<file path="src/rtl/cbi_pkg.sv">
package cbi_pkg;
  typedef enum logic [1:0] {
    TGT_ACT  = 2'd0,
    TGT_MODE = 2'd1,
    TGT_IO   = 2'd2,
    TGT_IDX  = 2'd3
  } tgt_e;

  typedef enum logic [1:0] {
    XF_NONE   = 2'd0,
    XF_PR2CNT = 2'd1,
    XF_CNT2OL = 2'd2,
    XF_PR2PSC = 2'd3
  } xfer_e;

  typedef enum logic [1:0] {
    CL_NONE0 = 2'd0,
    CL_NONE1 = 2'd1,
    CL_FLAGS = 2'd2,
    CL_ERR   = 2'd3
  } clr_e;

  typedef struct packed {
    logic ptr_rst;
    logic ld_mode;
    logic ld_io;
    logic ld_idx;
    logic pr2cnt;
    logic cnt2ol;
    logic pr2psc;
    logic clr_flags;
    logic clr_err;
  } cmd_t;
endpackage

</file>
<file path="src/rtl/cbi_cmd_decode.sv">
module cbi_cmd_decode
  import cbi_pkg::*;
(
  input  logic       wr_en,
  input  logic [7:0] cmd_byte,
  output cmd_t       cmd
);
  tgt_e  tgt;
  xfer_e xf;
  clr_e  cl;
  logic  act;

  always_comb begin
    tgt = tgt_e'(cmd_byte[6:5]);
    xf  = xfer_e'(cmd_byte[4:3]);
    cl  = clr_e'(cmd_byte[2:1]);
    act = wr_en && (tgt == TGT_ACT);
    cmd.ptr_rst   = act && cmd_byte[0];
    cmd.ld_mode   = wr_en && (tgt == TGT_MODE);
    cmd.ld_io     = wr_en && (tgt == TGT_IO);
    cmd.ld_idx    = wr_en && (tgt == TGT_IDX);
    cmd.pr2cnt    = act && (xf == XF_PR2CNT);
    cmd.cnt2ol    = act && (xf == XF_CNT2OL);
    cmd.pr2psc    = act && (xf == XF_PR2PSC);
    cmd.clr_flags = act && (cl == CL_FLAGS);
    cmd.clr_err   = act && (cl == CL_ERR);
  end
endmodule

</file>
<file path="src/rtl/cbi_byte_ptr.sv">
module cbi_byte_ptr #(
  parameter int NB = 3,
  localparam int PW = (NB > 1) ? $clog2(NB) : 1
) (
  input  logic          clk,
  input  logic          rst_n,
  input  logic          clr,
  input  logic          step,
  output logic [PW-1:0] ptr
);
  localparam logic [PW-1:0] LAST = PW'(NB - 1);

  logic [PW-1:0] ptr_d, ptr_q;

  always_comb begin
    ptr_d = ptr_q;
    if (clr)
      ptr_d = '0;
    else if (step)
      ptr_d = (ptr_q == LAST) ? '0 : ptr_q + 1'b1;
  end

  always_ff @(posedge clk or negedge rst_n) begin
    if (!rst_n)
      ptr_q <= '0;
    else if (clr || step)
      ptr_q <= ptr_d;
  end

  assign ptr = ptr_q;


  ptr_range_chk: assert property (@(posedge clk) disable iff (!rst_n)
    ptr_q <= LAST);

  ptr_clr_chk: assert property (@(posedge clk) disable iff (!rst_n)
    clr |=> (ptr_q == '0));

  ptr_wrap_chk: assert property (@(posedge clk) disable iff (!rst_n)
    (step && !clr && ptr_q == LAST) |=> (ptr_q == '0));

  ptr_hold_chk: assert property (@(posedge clk) disable iff (!rst_n)
    (!step && !clr) |=> $stable(ptr_q));
endmodule

</file>
<file path="src/rtl/cbi_data_regs.sv">
module cbi_data_regs
  import cbi_pkg::*;
#(
  parameter int CW = 24,
  localparam int NB = CW / 8,
  localparam int PW = (NB > 1) ? $clog2(NB) : 1
) (
  input  logic          clk,
  input  logic          rst_n,
  input  cmd_t          cmd,
  input  logic          data_wr,
  input  logic [PW-1:0] ptr,
  input  logic [7:0]    wr_byte,
  input  logic [CW-1:0] core_count,
  output logic [7:0]    rd_byte,
  output logic [CW-1:0] preset_val,
  output logic          count_load,
  output logic [CW-1:0] count_load_val,
  output logic          psc_load,
  output logic [7:0]    psc_val,
  output logic          clr_flags,
  output logic          clr_err
);
  logic [NB-1:0][7:0] preset_q, preset_d;
  logic [NB-1:0][7:0] latch_q, latch_d;
  logic [CW-1:0]      ldval_q;
  logic [7:0]         psc_q;
  logic               ld_q, psl_q, clf_q, cle_q;

  always_comb begin
    preset_d = preset_q;
    if (data_wr)
      preset_d[ptr] = wr_byte;
    latch_d = core_count;
  end

  always_ff @(posedge clk or negedge rst_n) begin
    if (!rst_n)
      preset_q <= '0;
    else if (data_wr)
      preset_q <= preset_d;
  end

  always_ff @(posedge clk or negedge rst_n) begin
    if (!rst_n)
      latch_q <= '0;
    else if (cmd.cnt2ol)
      latch_q <= latch_d;
  end

  always_ff @(posedge clk or negedge rst_n) begin
    if (!rst_n)
      ldval_q <= '0;
    else if (cmd.pr2cnt)
      ldval_q <= preset_q;
  end

  always_ff @(posedge clk or negedge rst_n) begin
    if (!rst_n)
      psc_q <= '0;
    else if (cmd.pr2psc)
      psc_q <= preset_q[0];
  end

  always_ff @(posedge clk or negedge rst_n) begin
    if (!rst_n) begin
      ld_q  <= 1'b0;
      psl_q <= 1'b0;
      clf_q <= 1'b0;
      cle_q <= 1'b0;
    end else begin
      ld_q  <= cmd.pr2cnt;
      psl_q <= cmd.pr2psc;
      clf_q <= cmd.clr_flags;
      cle_q <= cmd.clr_err;
    end
  end

  assign rd_byte        = latch_q[ptr];
  assign preset_val     = preset_q;
  assign count_load     = ld_q;
  assign count_load_val = ldval_q;
  assign psc_load       = psl_q;
  assign psc_val        = psc_q;
  assign clr_flags      = clf_q;
  assign clr_err        = cle_q;


  load_val_chk: assert property (@(posedge clk) disable iff (!rst_n)
    cmd.pr2cnt |=> (count_load && count_load_val == $past(preset_q)));

  latch_cap_chk: assert property (@(posedge clk) disable iff (!rst_n)
    cmd.cnt2ol |=> (latch_q == $past(core_count)));

  psc_cap_chk: assert property (@(posedge clk) disable iff (!rst_n)
    cmd.pr2psc |=> (psc_load && psc_val == $past(preset_q[0])));

  clr_excl_chk: assert property (@(posedge clk) disable iff (!rst_n)
    !(clr_flags && clr_err));

  preset_hold_chk: assert property (@(posedge clk) disable iff (!rst_n)
    !data_wr |=> $stable(preset_q));
endmodule

</file>
<file path="src/rtl/ctr_host_port.sv">
module ctr_host_port
  import cbi_pkg::*;
#(
  parameter int CW = 24,
  localparam int NB = CW / 8,
  localparam int PW = (NB > 1) ? $clog2(NB) : 1
) (
  input  logic          clk,
  input  logic          rst_n,
  input  logic          ctrl_wr,
  input  logic          data_wr,
  input  logic          data_rd,
  input  logic [7:0]    wr_byte,
  output logic [7:0]    rd_byte,
  output logic [7:0]    status_byte,
  input  logic [CW-1:0] core_count,
  input  logic          core_err,
  input  logic          core_up,
  output logic [CW-1:0] preset_val,
  output logic          count_load,
  output logic [CW-1:0] count_load_val,
  output logic          psc_load,
  output logic [7:0]    psc_val,
  output logic          clr_flags,
  output logic          clr_err,
  output logic [4:0]    mode_cfg,
  output logic [4:0]    io_cfg,
  output logic [1:0]    idx_cfg
);
  logic [1:0]    rst_sync;
  logic          rst_ni;
  cmd_t          cmd;
  logic [PW-1:0] ptr;
  logic [4:0]    mode_q, mode_d, io_q, io_d;
  logic [1:0]    idx_q, idx_d;

  always_ff @(posedge clk or negedge rst_n) begin
    if (!rst_n)
      rst_sync <= 2'b00;
    else
      rst_sync <= {rst_sync[0], 1'b1};
  end
  assign rst_ni = rst_sync[1];

  cbi_cmd_decode i_dec (
    .wr_en    (ctrl_wr),
    .cmd_byte (wr_byte),
    .cmd      (cmd)
  );

  cbi_byte_ptr #(.NB(NB)) i_ptr (
    .clk   (clk),
    .rst_n (rst_ni),
    .clr   (cmd.ptr_rst),
    .step  (data_wr || data_rd),
    .ptr   (ptr)
  );

  cbi_data_regs #(.CW(CW)) i_regs (
    .clk            (clk),
    .rst_n          (rst_ni),
    .cmd            (cmd),
    .data_wr        (data_wr),
    .ptr            (ptr),
    .wr_byte        (wr_byte),
    .core_count     (core_count),
    .rd_byte        (rd_byte),
    .preset_val     (preset_val),
    .count_load     (count_load),
    .count_load_val (count_load_val),
    .psc_load       (psc_load),
    .psc_val        (psc_val),
    .clr_flags      (clr_flags),
    .clr_err        (clr_err)
  );

  always_comb begin
    mode_d = cmd.ld_mode ? wr_byte[4:0] : mode_q;
    io_d   = cmd.ld_io   ? wr_byte[4:0] : io_q;
    idx_d  = cmd.ld_idx  ? wr_byte[1:0] : idx_q;
  end

  always_ff @(posedge clk or negedge rst_ni) begin
    if (!rst_ni) begin
      mode_q <= '0;
      io_q   <= '0;
      idx_q  <= '0;
    end else begin
      if (cmd.ld_mode) mode_q <= mode_d;
      if (cmd.ld_io)   io_q   <= io_d;
      if (cmd.ld_idx)  idx_q  <= idx_d;
    end
  end

  assign mode_cfg    = mode_q;
  assign io_cfg      = io_q;
  assign idx_cfg     = idx_q;
  assign status_byte = {2'b00, core_up, core_err, 4'b0000};


  cfg_hold_chk: assert property (@(posedge clk) disable iff (!rst_ni)
    !ctrl_wr |=> ($stable(mode_cfg) && $stable(io_cfg) && $stable(idx_cfg)));

  act_cfg_chk: assert property (@(posedge clk) disable iff (!rst_ni)
    (ctrl_wr && wr_byte[6:5] == 2'd0) |=> ($stable(mode_cfg) && $stable(io_cfg) && $stable(idx_cfg)));

  strobe_src_chk: assert property (@(posedge clk) disable iff (!rst_ni)
    (count_load || psc_load || clr_flags || clr_err) |-> $past(ctrl_wr));
endmodule

</file>
<file path="config.mk">
export PLATFORM = sky130hd
export DESIGN_NAME = ctr_host_port
export DESIGN_NICKNAME = d
export VERILOG_FILES = /design/src/rtl/cbi_pkg.sv /design/src/rtl/cbi_cmd_decode.sv /design/src/rtl/cbi_byte_ptr.sv /design/src/rtl/cbi_data_regs.sv /design/src/rtl/ctr_host_port.sv
export SDC_FILE = /design/constraint.sdc
export NUM_CORES = 1
export LEC_CHECK = 0
export BUFFER_PORTS_ARGS = -buffer_cell sky130_fd_sc_hd__buf_2
export CAP_MARGIN = 25
export CORE_ASPECT_RATIO = 1.1
export CORE_MARGIN = 4
export CORE_UTILIZATION = 50
export CTS_CLUSTER_SIZE = 28
export DETAILED_ROUTE_END_ITERATION = 10
export PLACE_DENSITY = 0.78
export SYNTH_ARGS = -nofsm -noshare
export SYNTH_HDL_FRONTEND = slang
export SYNTH_SLANG_ARGS = --single-unit
</file>
<file path="constraint.sdc">
create_clock -name clk -period 4.3 [get_ports clk]
set_input_delay 0.86 -clock clk [delete_from_list [all_inputs] [get_ports clk]]
set_output_delay 0.86 -clock clk [all_outputs]
set_load 0.05 [all_outputs]
</file>
* After elaboration in Yosys (flattened, before gate mapping)
Cells that the tools add are included.
** Word-level totals
- Output and inout port bits :: 88
- Memory bits (writable) :: 0
- Latch bits :: 0
- Flip-flop bits (word level) :: 100
- Memories :: 0
- Word-level logic and storage cells :: 53
- Bits of input ports :: 39
- Bits in read-only memories :: 0
** Operators by class
- Order comparisons :: 2
- Equal/unequal tests :: 9
- $add $sub $neg :: 1
- Reduce and logical (&&, ||, !) cells :: 16
- Bitwise logic cells :: 0
- Muxes and demuxes :: 8
- Div/mod/pow operators :: 0
- Multipliers :: 0
- Shifts and indexed selects :: 0
** Operators with widths (count)
- $bwmux 24 :: 1
- $bmux 8 s2 :: 1
- $demux 8 s2 :: 1
- $mux 8 :: 2
- $eq 2x2->1 const B :: 7
- $logic_and 1x1->1 :: 11
- $mux 2 :: 3
- $eq 2x1->1 const B :: 2
- $lt 2x3->1 const B :: 1
- $add 2x1->2 const B :: 1
- $ge 2x1->1 const B :: 1
- $logic_not 2->1 :: 1
- $logic_or 1x1->1 :: 2
- $reduce_and 2->1 :: 1
- $reduce_bool 2->1 :: 1

* Logic depth before layout (Yosys ltp)
Gate-level depths: netlist of run 1.
- Depth in word-level cells :: 5
- Gate-level depth with buffers :: 5
- Gate-level depth less buffers :: 3

* By module
Synthesis of run 1 repeated with hierarchy kept, for this count alone.
** Second synthesis, totals
- Cell total of the unflattened synthesis :: 252
- Area, all modules :: 4005.1 um^2
** By module, submodules not included
- cbi_data_regs :: seq. area each 2102.0 um^2, instances 1, cells each 194, area each 3255.6 um^2
- ctr_host_port :: seq. area each 350.3 um^2, instances 1, cells each 37, area each 559.3 um^2
- cbi_cmd_decode :: seq. area each 0.0 um^2, instances 1, cells each 13, area each 101.3 um^2
- cbi_byte_ptr :: seq. area each 50.0 um^2, instances 1, cells each 8, area each 88.8 um^2

* Worst setup path before layout of run 1
OpenSTA, ideal clock, no wires.
- Path type :: flip-flop to output port
- Start :: register i_ptr.ptr_q[0], in the netlist i_ptr.ptr[0]
- End :: output port rd_byte[0]
- Data required time :: 3.440 ns
- Path buffers :: 2
- Data arrival time :: 1.919 ns
- Setup slack :: 1.521 ns
- Cell stages (with the launch flop) :: 5
- Cell sequence :: dfrtp_1 > clkbuf_1 > buf_2 > mux2i_1 > o21ai_0
** Between the ends
- Word-level cells in the longest chain between the ends :: 2
** Ends and longest elaborated chain
- start, declared :: line cbi_byte_ptr.sv:13 : logic [PW-1:0] ptr_d, ptr_q;
- start signal, assigned :: line cbi_byte_ptr.sv:27 : ptr_q <= ptr_d;
- $bmux 8 s2 :: line cbi_data_regs.sv:79 : assign rd_byte = latch_q[ptr];
- $mux 8 (implied by the code) :: line cbi_data_regs.sv:79
- end, declared :: line ctr_host_port.sv:14 : output logic [7:0] rd_byte,
Every way passes these cells. The select of a mux whose other input is x is not followed.

* Final worst setup path of run 1
- Start :: register i_ptr.ptr_q[0], in the netlist i_ptr.ptr[0]
- End :: output port rd_byte[6]
Same word-level chain as after synthesis.

==> results of run 1 <==
[per-layer routing]
metal | global-route usage [%] | part of all wire (%)
met4 | 7.00 | 0.95
met1 | 23.3 | 44
met5 | 0 | 0
met3 | 3.36 | 6.6
met2 | 28.7 | 49
[cell families after synthesis]
| family | count (synthesis) | synth area share (%) |
|---|---|---|
| other cells | 2 | 0.183 |
| simple gates | 27 | 4.37 |
| buf+inv | 20 | 3.97 |
| flops | 100 | 61.1 |
| compound gates | 10 | 1.34 |
| mux | 100 | 29.1 |
[worst paths after layout]
path	from	to	slack, ns	depth (start not counted)
min reg2reg	rst_sync[0]	rst_sync[1]	0.36	0
max	i_ptr.ptr[0]	rd_byte[6]	1.29	4
min in group clk	rst_sync[0]	rst_sync[1]	0.36	0
max reg2reg	i_ptr.ptr[0]	i_regs.preset_val[22]	2.06	3
max in group asynchronous	rst_sync[1]	i_regs.latch_q[10]	2.92	1
min	rst_n	rst_sync[1]	0.26	1
[layout make-up]
type | instances | share of cell area (%)
Timing Repair Buffer | 118 | 12.1
Multi-Input combinational cell | 144 | 29.6
Sequential cell | 100 | 51.0
Inverter | 2 | 0.153
Clock inverter | 7 | 1.83
Tap cell | 108 | 2.75
Clock buffer | 9 | 2.52
[metrics by stage]
stage	hold WS (ns)	setup WS (ns)
6_report	0.262	1.29
5_1_grt	0.254	1.16
4_1_cts	0.245	1.25
3_5_place_dp	0.336	1.67
3_3_place_gp	0.338	1.80
2_1_floorplan	0.331	1.31
[sequential cells by signal, summed over array words and instances, names as in the netlist, 2 cells and up]
signal                 count
idx_cfg                    2
rst_sync                   2
io_cfg                     5
i_regs.latch_q            24
mode_cfg                   5
i_regs.psc_val             8
i_ptr.ptr                  2
i_regs.count_load_val     24
i_regs.preset_val         24
[worst max-delay path, stage by stage (launching register included)]
cell and delay, ns:
dfrtp_1 0.61, nor2b_1 0.65, nand2_1 0.11, o21ai_0 0.11
buf_2 0.30
[cells in the final DEF (no fill, tap or decap), drive strengths merged]
master,netlist,final
nand3,2,2
nand2,12,12
and3b,1,1
or3b,1,1
buf,15,118
conb,2,7
or3,1,1
nor3b,2,2
bufinv,0,1
o21ai,8,8
dfrtp,100,100
mux2,92,92
nor2b,1,1
clkinv,0,2
nor2,2,2
inv,2,6
mux2i,8,8
nand3b,4,4
a22oi,2,2
and3,1,1
clkbuf,3,9
==> results.md, run 1 <==
* Final net count at 414
* Number of remaining DRC errors at 0
* Slew @ Worst Pin at 0.791 ns
* Final antenna-violating net count at 0
* Area leader, netlist: dfrtp_1
* Ant diodes at 0
* GRT Overall Usage at 17.5%
* Via count at 2451
* Max Transition Viols Final at 0
* Initial antenna violation count at 0
* Dpl hpwl at 6080 um
* Largest net degree at the start of global routing at 65
* Longest Clk Path Bufs at 2
* Max H-tree Level at 3
* Syn_area_per_cell at 15.8 um2
* Critical Path AT at 2.15 ns
* Synthesized area at 0.00410 mm2
* Post-cts resize count at 0
* Critical path launch point type: flop
* Post-route minimum period at 3.01 ns
* Wirelength per Cell at 16.7 um
* Via-to-Cell Ratio at 5.02
* RSZ-0062 raised after global routing: false
* Slew margin rel. at 47.3%
* Max-Cap Viols at 0
* Final setup violation count at 0
* Final cell count without fillers at 488
* Die width at 94.3 um
* Sequential cell area at 0.00251 mm2
* Site Rows at 34
* Final wirelength at 8150 um
* Synth top cells by count: dfrtp_1, mux2_2, mux2_4, nand2_1
* RePlAce Congestion at 0.803
* DIE AREA at 0.00971 mm2
* Clk sinks at 100
* Count leader, synth: dfrtp_1
* Synth area leaders: dfrtp_1, mux2_2, mux2_4
* Highest Clock Rate at 333 MHz
* IO Port Bufs at 116
* Worst skew pair latency at 0.37 ns
* Core Util, Final at 61.7%
* GRT overflow at 0
* Final Hold Fails at 0
* Reg clk slew, reported paths at 0.09 ns
* Multi-input gate area at 0.00145 mm2
* TritonCTS Buffers at 9
* Area growth, synth to finish at 19.8%
* Initial Util at 51.5%
* Skew final at 0.0101 ns
* Period utilisation layout at 69.9%
* Post-Synthesis Cells at 259
* Yosys top cell area share at 61.1%
* CTS hold repair buffers at 0
* I/O pin count at 127
* Setup Fix Bufs, Post-CTS at 0
* Area post-placement at 0.00470 mm2
* Main synth FF type: dfrtp_1
* YS warnings at 0
* Vias in the first global route at 2517
* Placed insts at 472
* Post-synth EDFFs at 0
* Setup TNS at 0 ns
* Drt first pass iters at 4
* Crit-path max FO at 14
* First-pass GRT wire length at 12900 um
* Die height at 103 um
* HP Class: in -> async
* Synth cell types at 26
* Share of cells above drive strength 1 at 61.3%
* Placeable Area at 0.00796 mm2
* Initial DRC Count at 65
* Final Cell Area at 0.00491 mm2
* CP required at 3.44 ns
* TritonCTS clock tree: yes
* Status: complete, no violations
* Fill count at 638
* #FFs+latches synth at 100
* Setup crit end kind: primary output
* Sequential area share after synthesis at 61.1%
* Root Buffer: clkbuf_8
* Asr flop ratio synth at 100%
* Critical path type: reg -> out
Power of run 1 is not shown: default switching activity piles up to over one toggle a cycle in this logic, so the estimate is an artifact.
==> run 2: changes to the inputs <==
==> constraint.sdc (replaced) <==
create_clock -name clk -period 2.9 [get_ports clk]
set_input_delay 0.58 -clock clk [delete_from_list [all_inputs] [get_ports clk]]
set_output_delay 0.58 -clock clk [all_outputs]
set_load 0.05 [all_outputs]
==> results.md, run 2 (synthesized netlist as in run 1, its figures left out) <==
* Setup Fix Bufs, Post-CTS at 0 (unchanged)
* Final Hold Fails at 0 (unchanged)
* Highest Clock Rate at 374 MHz
* Slew margin rel. at 39.4% (-7.9 points)
* Initial antenna violation count at 0 (unchanged)
* Setup TNS at 0 ns (unchanged)
* Clk sinks at 100 (unchanged)
* Crit-path max FO at 14 (unchanged)
* Setup crit start: i_ptr.ptr[1]
* Status: complete, no violations
* Share of cells above drive strength 1 at 61.5% (+0.14 points)
* Largest net degree at the start of global routing at 72 (+11%)
* I/O pin count at 127 (unchanged)
* Commonest non-fill, non-tap cell in the layout: buf_2
* Dpl hpwl at 5880 um (-3.2%)
* Critical path type: reg -> out
* Initial Util at 51.5% (unchanged)
* Final antenna-violating net count at 0 (unchanged)
* GRT overflow at 0 (unchanged)
* First-pass GRT wire length at 12800 um (-1.1%)
* Wirelength per Cell at 16.2 um (-3.1%)
* Root Buffer: clkbuf_8
* Longest Clk Path Bufs at 2 (unchanged)
* TritonCTS clock tree: yes
* GRT Overall Usage at 17.3% (-0.20 points)
* Sequential cell area at 0.00251 mm2 (unchanged)
* Drt first pass iters at 4 (unchanged)
* Fill count at 649 (+1.7%)
* Critical path launch point type: flop
* Core Util, Final at 62.3% (+0.60 points)
* Crit-path cells: nor2b_1, nand2_1, o21ai_0, buf_2
* IO Port Bufs at 116 (unchanged)
* Placeable Area at 0.00796 mm2 (unchanged)
* Max incr delay on CP at 0.60 ns (-0.05 ns)
* Worst path slowest cell: nor2b_1
* Max-Cap Viols at 0 (unchanged)
* HP Class: reg -> reg
* Multi-input gate area at 0.00145 mm2 (unchanged)
* Reg clk slew, reported paths at 0.09 ns (about the same)
* Max H-tree Level at 3 (unchanged)
* Worst skew pair latency at 0.36 ns (about the same)
* Die width at 94.3 um (unchanged)
* CP required at 2.32 ns (-1.12 ns)
* Number of remaining DRC errors at 0 (unchanged)
* Site Rows at 34 (unchanged)
* Via count at 2457 (+0.24%)
* Vias in the first global route at 2485 (-1.3%)
* Die height at 103 um (unchanged)
* TritonCTS Buffers at 9 (unchanged)
* Area growth, synth to finish at 21.0%
* Most frequent cells in the layout: buf_2, dfrtp_1, mux2_2
* Hold wc startpoint: rst_sync[0]
* Critical Path AT at 2.09 ns (-0.06 ns)
* RR Startpoint: i_ptr.ptr[1]
* Final net count at 418 (+0.97%)
* Slew @ Worst Pin at 0.908 ns (+0.118 ns)
* Setup crit end kind: primary output
* Period utilisation layout at 92.2%
* DIE AREA at 0.00971 mm2 (unchanged)
* Post-cts resize count at 0 (unchanged)
* Skew final at 0.00670 ns (-0.00339 ns)
* Via-to-Cell Ratio at 4.99 (-0.57%)
* RSZ-0062 raised after global routing: false
* Max Transition Viols Final at 0 (unchanged)
* Initial DRC Count at 65 (unchanged)
* RePlAce Congestion at 0.738 (-8.1%)
* Final setup violation count at 0 (unchanged)
* Final wirelength at 7960 um (-2.3%)
* Ant diodes at 0 (unchanged)
* Post-route minimum period at 2.67 ns
run 2: changes by cell type in the layout (fill, tap and decap cells not counted):
cell / before / now
buf_4: 2 / 5
bufinv_16: 1 / 2
clkinv_4: 2 / 1
dlygate4sd3_1: 0 / 1
inv_8: 3 / 1
clkinvlp_4: 0 / 1
inv_6: 1 / 2
run 2: path summary, 6_finish.rpt:
check                                            end  slack [ns]  depth (start not counted)
hold reg to reg                          rst_sync[1]        0.36                          0
setup reg to reg               i_regs.preset_val[22]        0.77                          3
setup / recovery                          rd_byte[6]        0.23                          4
max in group asynchronous             i_regs.clr_err        1.69                          1
hold / removal                           rst_sync[1]        0.36                          0
min in group asynchronous  i_regs.count_load_val[19]        0.45                          0
run 2: repair_timing:
item / 4_1_cts / 5_1_grt
setup endpoints to repair: 0 / 0
endpoints found under the hold margin: 2 / 0
hold buffers: 1 / 0
run 2: routing by layer:
metal / wire [um] / track usage, % / up-vias / share of wire (%)
li1: - / - / 1142 / -
met1: 3440 / 22.1 / 1215 / 43
met5: 0 / 0 / - / 0
met4: 89 / 5.00 / 0 / 1.1
met2: 3800 / 28.9 / 89 / 48
met3: 629 / 5.33 / 11 / 7.9
run 2: final cells by class:
cell class / count / share of cell area [%]
Clock inverter: 7 / 2.12
Timing Repair Buffer: 122 / 12.7
Clock buffer: 9 / 2.50
Inverter: 2 / 0.151
Multi-Input combinational cell: 144 / 29.3
Tap cell: 108 / 2.73
Sequential cell: 100 / 50.6
run 2: critical path, delay by kind of cell, from the launching register on:
| family | cells | cell delay, ns |
|---|---|---|
| AOI/OAI and AO/OA | 1 | 0.13 |
| buffers and inverters | 1 | 0.31 |
| DFF | 1 | 0.58 |
| and+or+nand+nor | 2 | 0.71 |
run 2: stage by stage:
stage                     instance area, um2  std cells  setup slack, ns  hold slack (ns)
final                                   4960        492            0.226            0.361
after global routing                    4960        492           0.0445            0.364
after CTS                               4960        492            0.198            0.360
after detailed placement                4720        475            0.628            0.338
after global placement                  4720        475            0.666            0.338
after floorplan                         4120        264            0.401            0.284
Power of run 2 is left out for the same reason.
==> run 3: changes to the inputs <==
--- a/config.mk
+++ b/config.mk
@@ -10,9 +10,11 @@
 export CORE_ASPECT_RATIO = 1.1
 export CORE_MARGIN = 4
 export CORE_UTILIZATION = 50
+export CTS_BUF_LIST = sky130_fd_sc_hd__clkbuf_16
 export CTS_CLUSTER_SIZE = 28
 export DETAILED_ROUTE_END_ITERATION = 10
 export PLACE_DENSITY = 0.78
+export SETUP_SLACK_MARGIN = 0.1
 export SYNTH_ARGS = -nofsm -noshare
 export SYNTH_HDL_FRONTEND = slang
 export SYNTH_SLANG_ARGS = --single-unit
==> results.md, run 3 (synthesized netlist as in run 1, its figures left out) <==
* Root Buffer: clkbuf_16
* Number of remaining DRC errors at 0 (unchanged)
* Crit-path cells: nor2b_2, nand2_1, o21ai_0, buf_2
* Max Transition Viols Final at 0 (unchanged)
* Skew final at 0.00406 ns (-0.00264 ns)
* Final cell count without fillers at 491 (-0.20%)
* Critical path type: reg -> out
* Reg clk slew, reported paths at 0.07 ns (-0.02 ns)
* Critical Path AT at 1.91 ns (-0.18 ns)
* Site Rows at 34 (unchanged)
* Final Hold Fails at 0 (unchanged)
* Reg2reg path depth at 3 (unchanged)
* Wirelength per Cell at 16.4 um (+1.2%)
* Share of cells above drive strength 1 at 61.9% (+0.42 points)
* CTS hold repair buffers at 0 (-1)
* HP Class: in -> async
* Setup TNS at 0 ns (unchanged)
* Worst skew pair latency at 0.33 ns (-0.03 ns)
* RSZ-0062 raised after global routing: false
* Final setup violation count at 0 (unchanged)
* Area growth, synth to finish at 23.3%
* Fill count at 638 (-1.7%)
* Family with the most delay on the worst path: flip-flops
* Die height at 103 um (unchanged)
* Flop2flop setup slack at 0.97 ns (+0.20 ns)
* First-pass GRT wire length at 12900 um (+1.3%)
* Max incr delay on CP at 0.59 ns (about the same)
* Core Util, Final at 63.5% (+1.2 points)
* Critical path launch point type: flop
* RR Startpoint: i_ptr.ptr[1]
* IO Port Bufs at 116 (unchanged)
* GRT overflow at 0 (unchanged)
* Multi-input gate area at 0.00145 mm2 (+0.17%)
* Initial antenna violation count at 0 (unchanged)
* Via count at 2462 (+0.20%)
* Placed insts at 475 (unchanged)
* Post-cts resize count at 0 (unchanged)
* TritonCTS clock tree: yes
* Die width at 94.3 um (unchanged)
* Initial DRC Count at 68 (+4.6%)
* Largest net degree at the start of global routing at 72 (unchanged)
* Clk sinks at 100 (unchanged)
* Setup crit end kind: primary output
* Crit path buf inv count at 1 (unchanged)
* Hold_ws at 0.0168 ns (-0.344 ns)
* Most frequent cells in the layout: buf_2, dfrtp_1, mux2_2
* Vias in the first global route at 2519 (+1.4%)
* Slew margin rel. at 40.5% (+1.1 points)
* Via-to-Cell Ratio at 5.01 (+0.41%)
* Setup Fix Bufs, Post-CTS at 0 (unchanged)
* Commonest non-fill, non-tap cell in the layout: buf_2
* I/O pin count at 127 (unchanged)
* Initial Util at 51.5% (unchanged)
* FF-to-FF End: i_regs.preset_val[22]
* Final net count at 417 (-0.24%)
* Crit-path max FO at 14 (unchanged)
* Drt first pass iters at 4 (unchanged)
* Post-route minimum period at 2.49 ns (-0.183 ns)
* Final wirelength at 8040 um (+1.0%)
* Max H-tree Level at 3 (unchanged)
* Period utilisation layout at 85.9% (-6.3 points)
* RePlAce Congestion at 0.738 (unchanged)
* Longest Clk Path Bufs at 2 (unchanged)
* Max-Cap Viols at 0 (unchanged)
* Final antenna-violating net count at 0 (unchanged)
* CP required at 2.32 ns (about the same)
* Worst path slowest cell: dfrtp_1
* Dpl hpwl at 5880 um (unchanged)
* Ant diodes at 0 (unchanged)
* Slew @ Worst Pin at 0.892 ns (-0.0161 ns)
* TritonCTS Buffers at 9 (unchanged)
* Highest Clock Rate at 402 MHz (+7.4%)
* DIE AREA at 0.00971 mm2 (unchanged)
* Status: complete, no violations
* Sequential cell area at 0.00251 mm2 (unchanged)
* GRT Overall Usage at 17.4% (+0.089 points)
* Placeable Area at 0.00796 mm2 (unchanged)
## run 3: cell types whose count changed in the layout (fill, tap and decap cells not counted)
cell | previous run | this run
nor2b_2 | 0 | 1
clkbuf_8 | 9 | 0
nor2b_1 | 1 | 0
dlygate4sd3_1 | 1 | 0
clkbuf_16 | 0 | 9
## run 3: routing by layer
metal | share of wire, % | vias to the layer above | global-route usage (%) | wire length [um]
li1 | - | 1136 | - | -
met1 | 43 | 1228 | 22.2 | 3460
met2 | 48 | 88 | 29.5 | 3890
met3 | 7.0 | 10 | 3.80 | 559
met4 | 1.5 | 0 | 6.33 | 123
met5 | 0 | - | 0 | 0
## run 3: area by class of cell
cell class / count / area share, %
repair buffers: 121 / 12.2
clock buffers: 9 / 4.46
multi-input cells: 144 / 28.8
well taps: 108 / 2.68
inverters: 2 / 0.149
clock inverters: 7 / 2.08
flip-flops and latches: 100 / 49.6
## run 3: worst max-delay path by stage
stage / startpoint / endpoint / slack [ns] / depth (start not counted)
after floorplan: i_ptr.ptr[0] / rd_byte[0] / 0.40 / 4
after global placement: i_ptr.ptr[1] / rd_byte[6] / 0.67 / 4
after detailed placement: i_ptr.ptr[1] / rd_byte[6] / 0.63 / 4
after CTS: i_ptr.ptr[1] / rd_byte[6] / 0.24 / 4
after global routing: i_ptr.ptr[1] / rd_byte[4] / 0.27 / 4
final: i_ptr.ptr[1] / rd_byte[6] / 0.41 / 4
## run 3: worst register-to-register path, delay by kind of cell, from the launching register on
kind	cells	cell delay, ns
and+or+nand+nor	2	0.84
DFF	1	0.59
muxes	1	0.39
## run 3: per-stage QoR
stage	area [um2]	setup slack, ns
after detailed placement	4720	0.628
after CTS	5050	0.243
after global routing	5050	0.270
final	5050	0.409
after global placement	4720	0.666
after floorplan	4120	0.401
Power of run 3 is left out for the same reason.
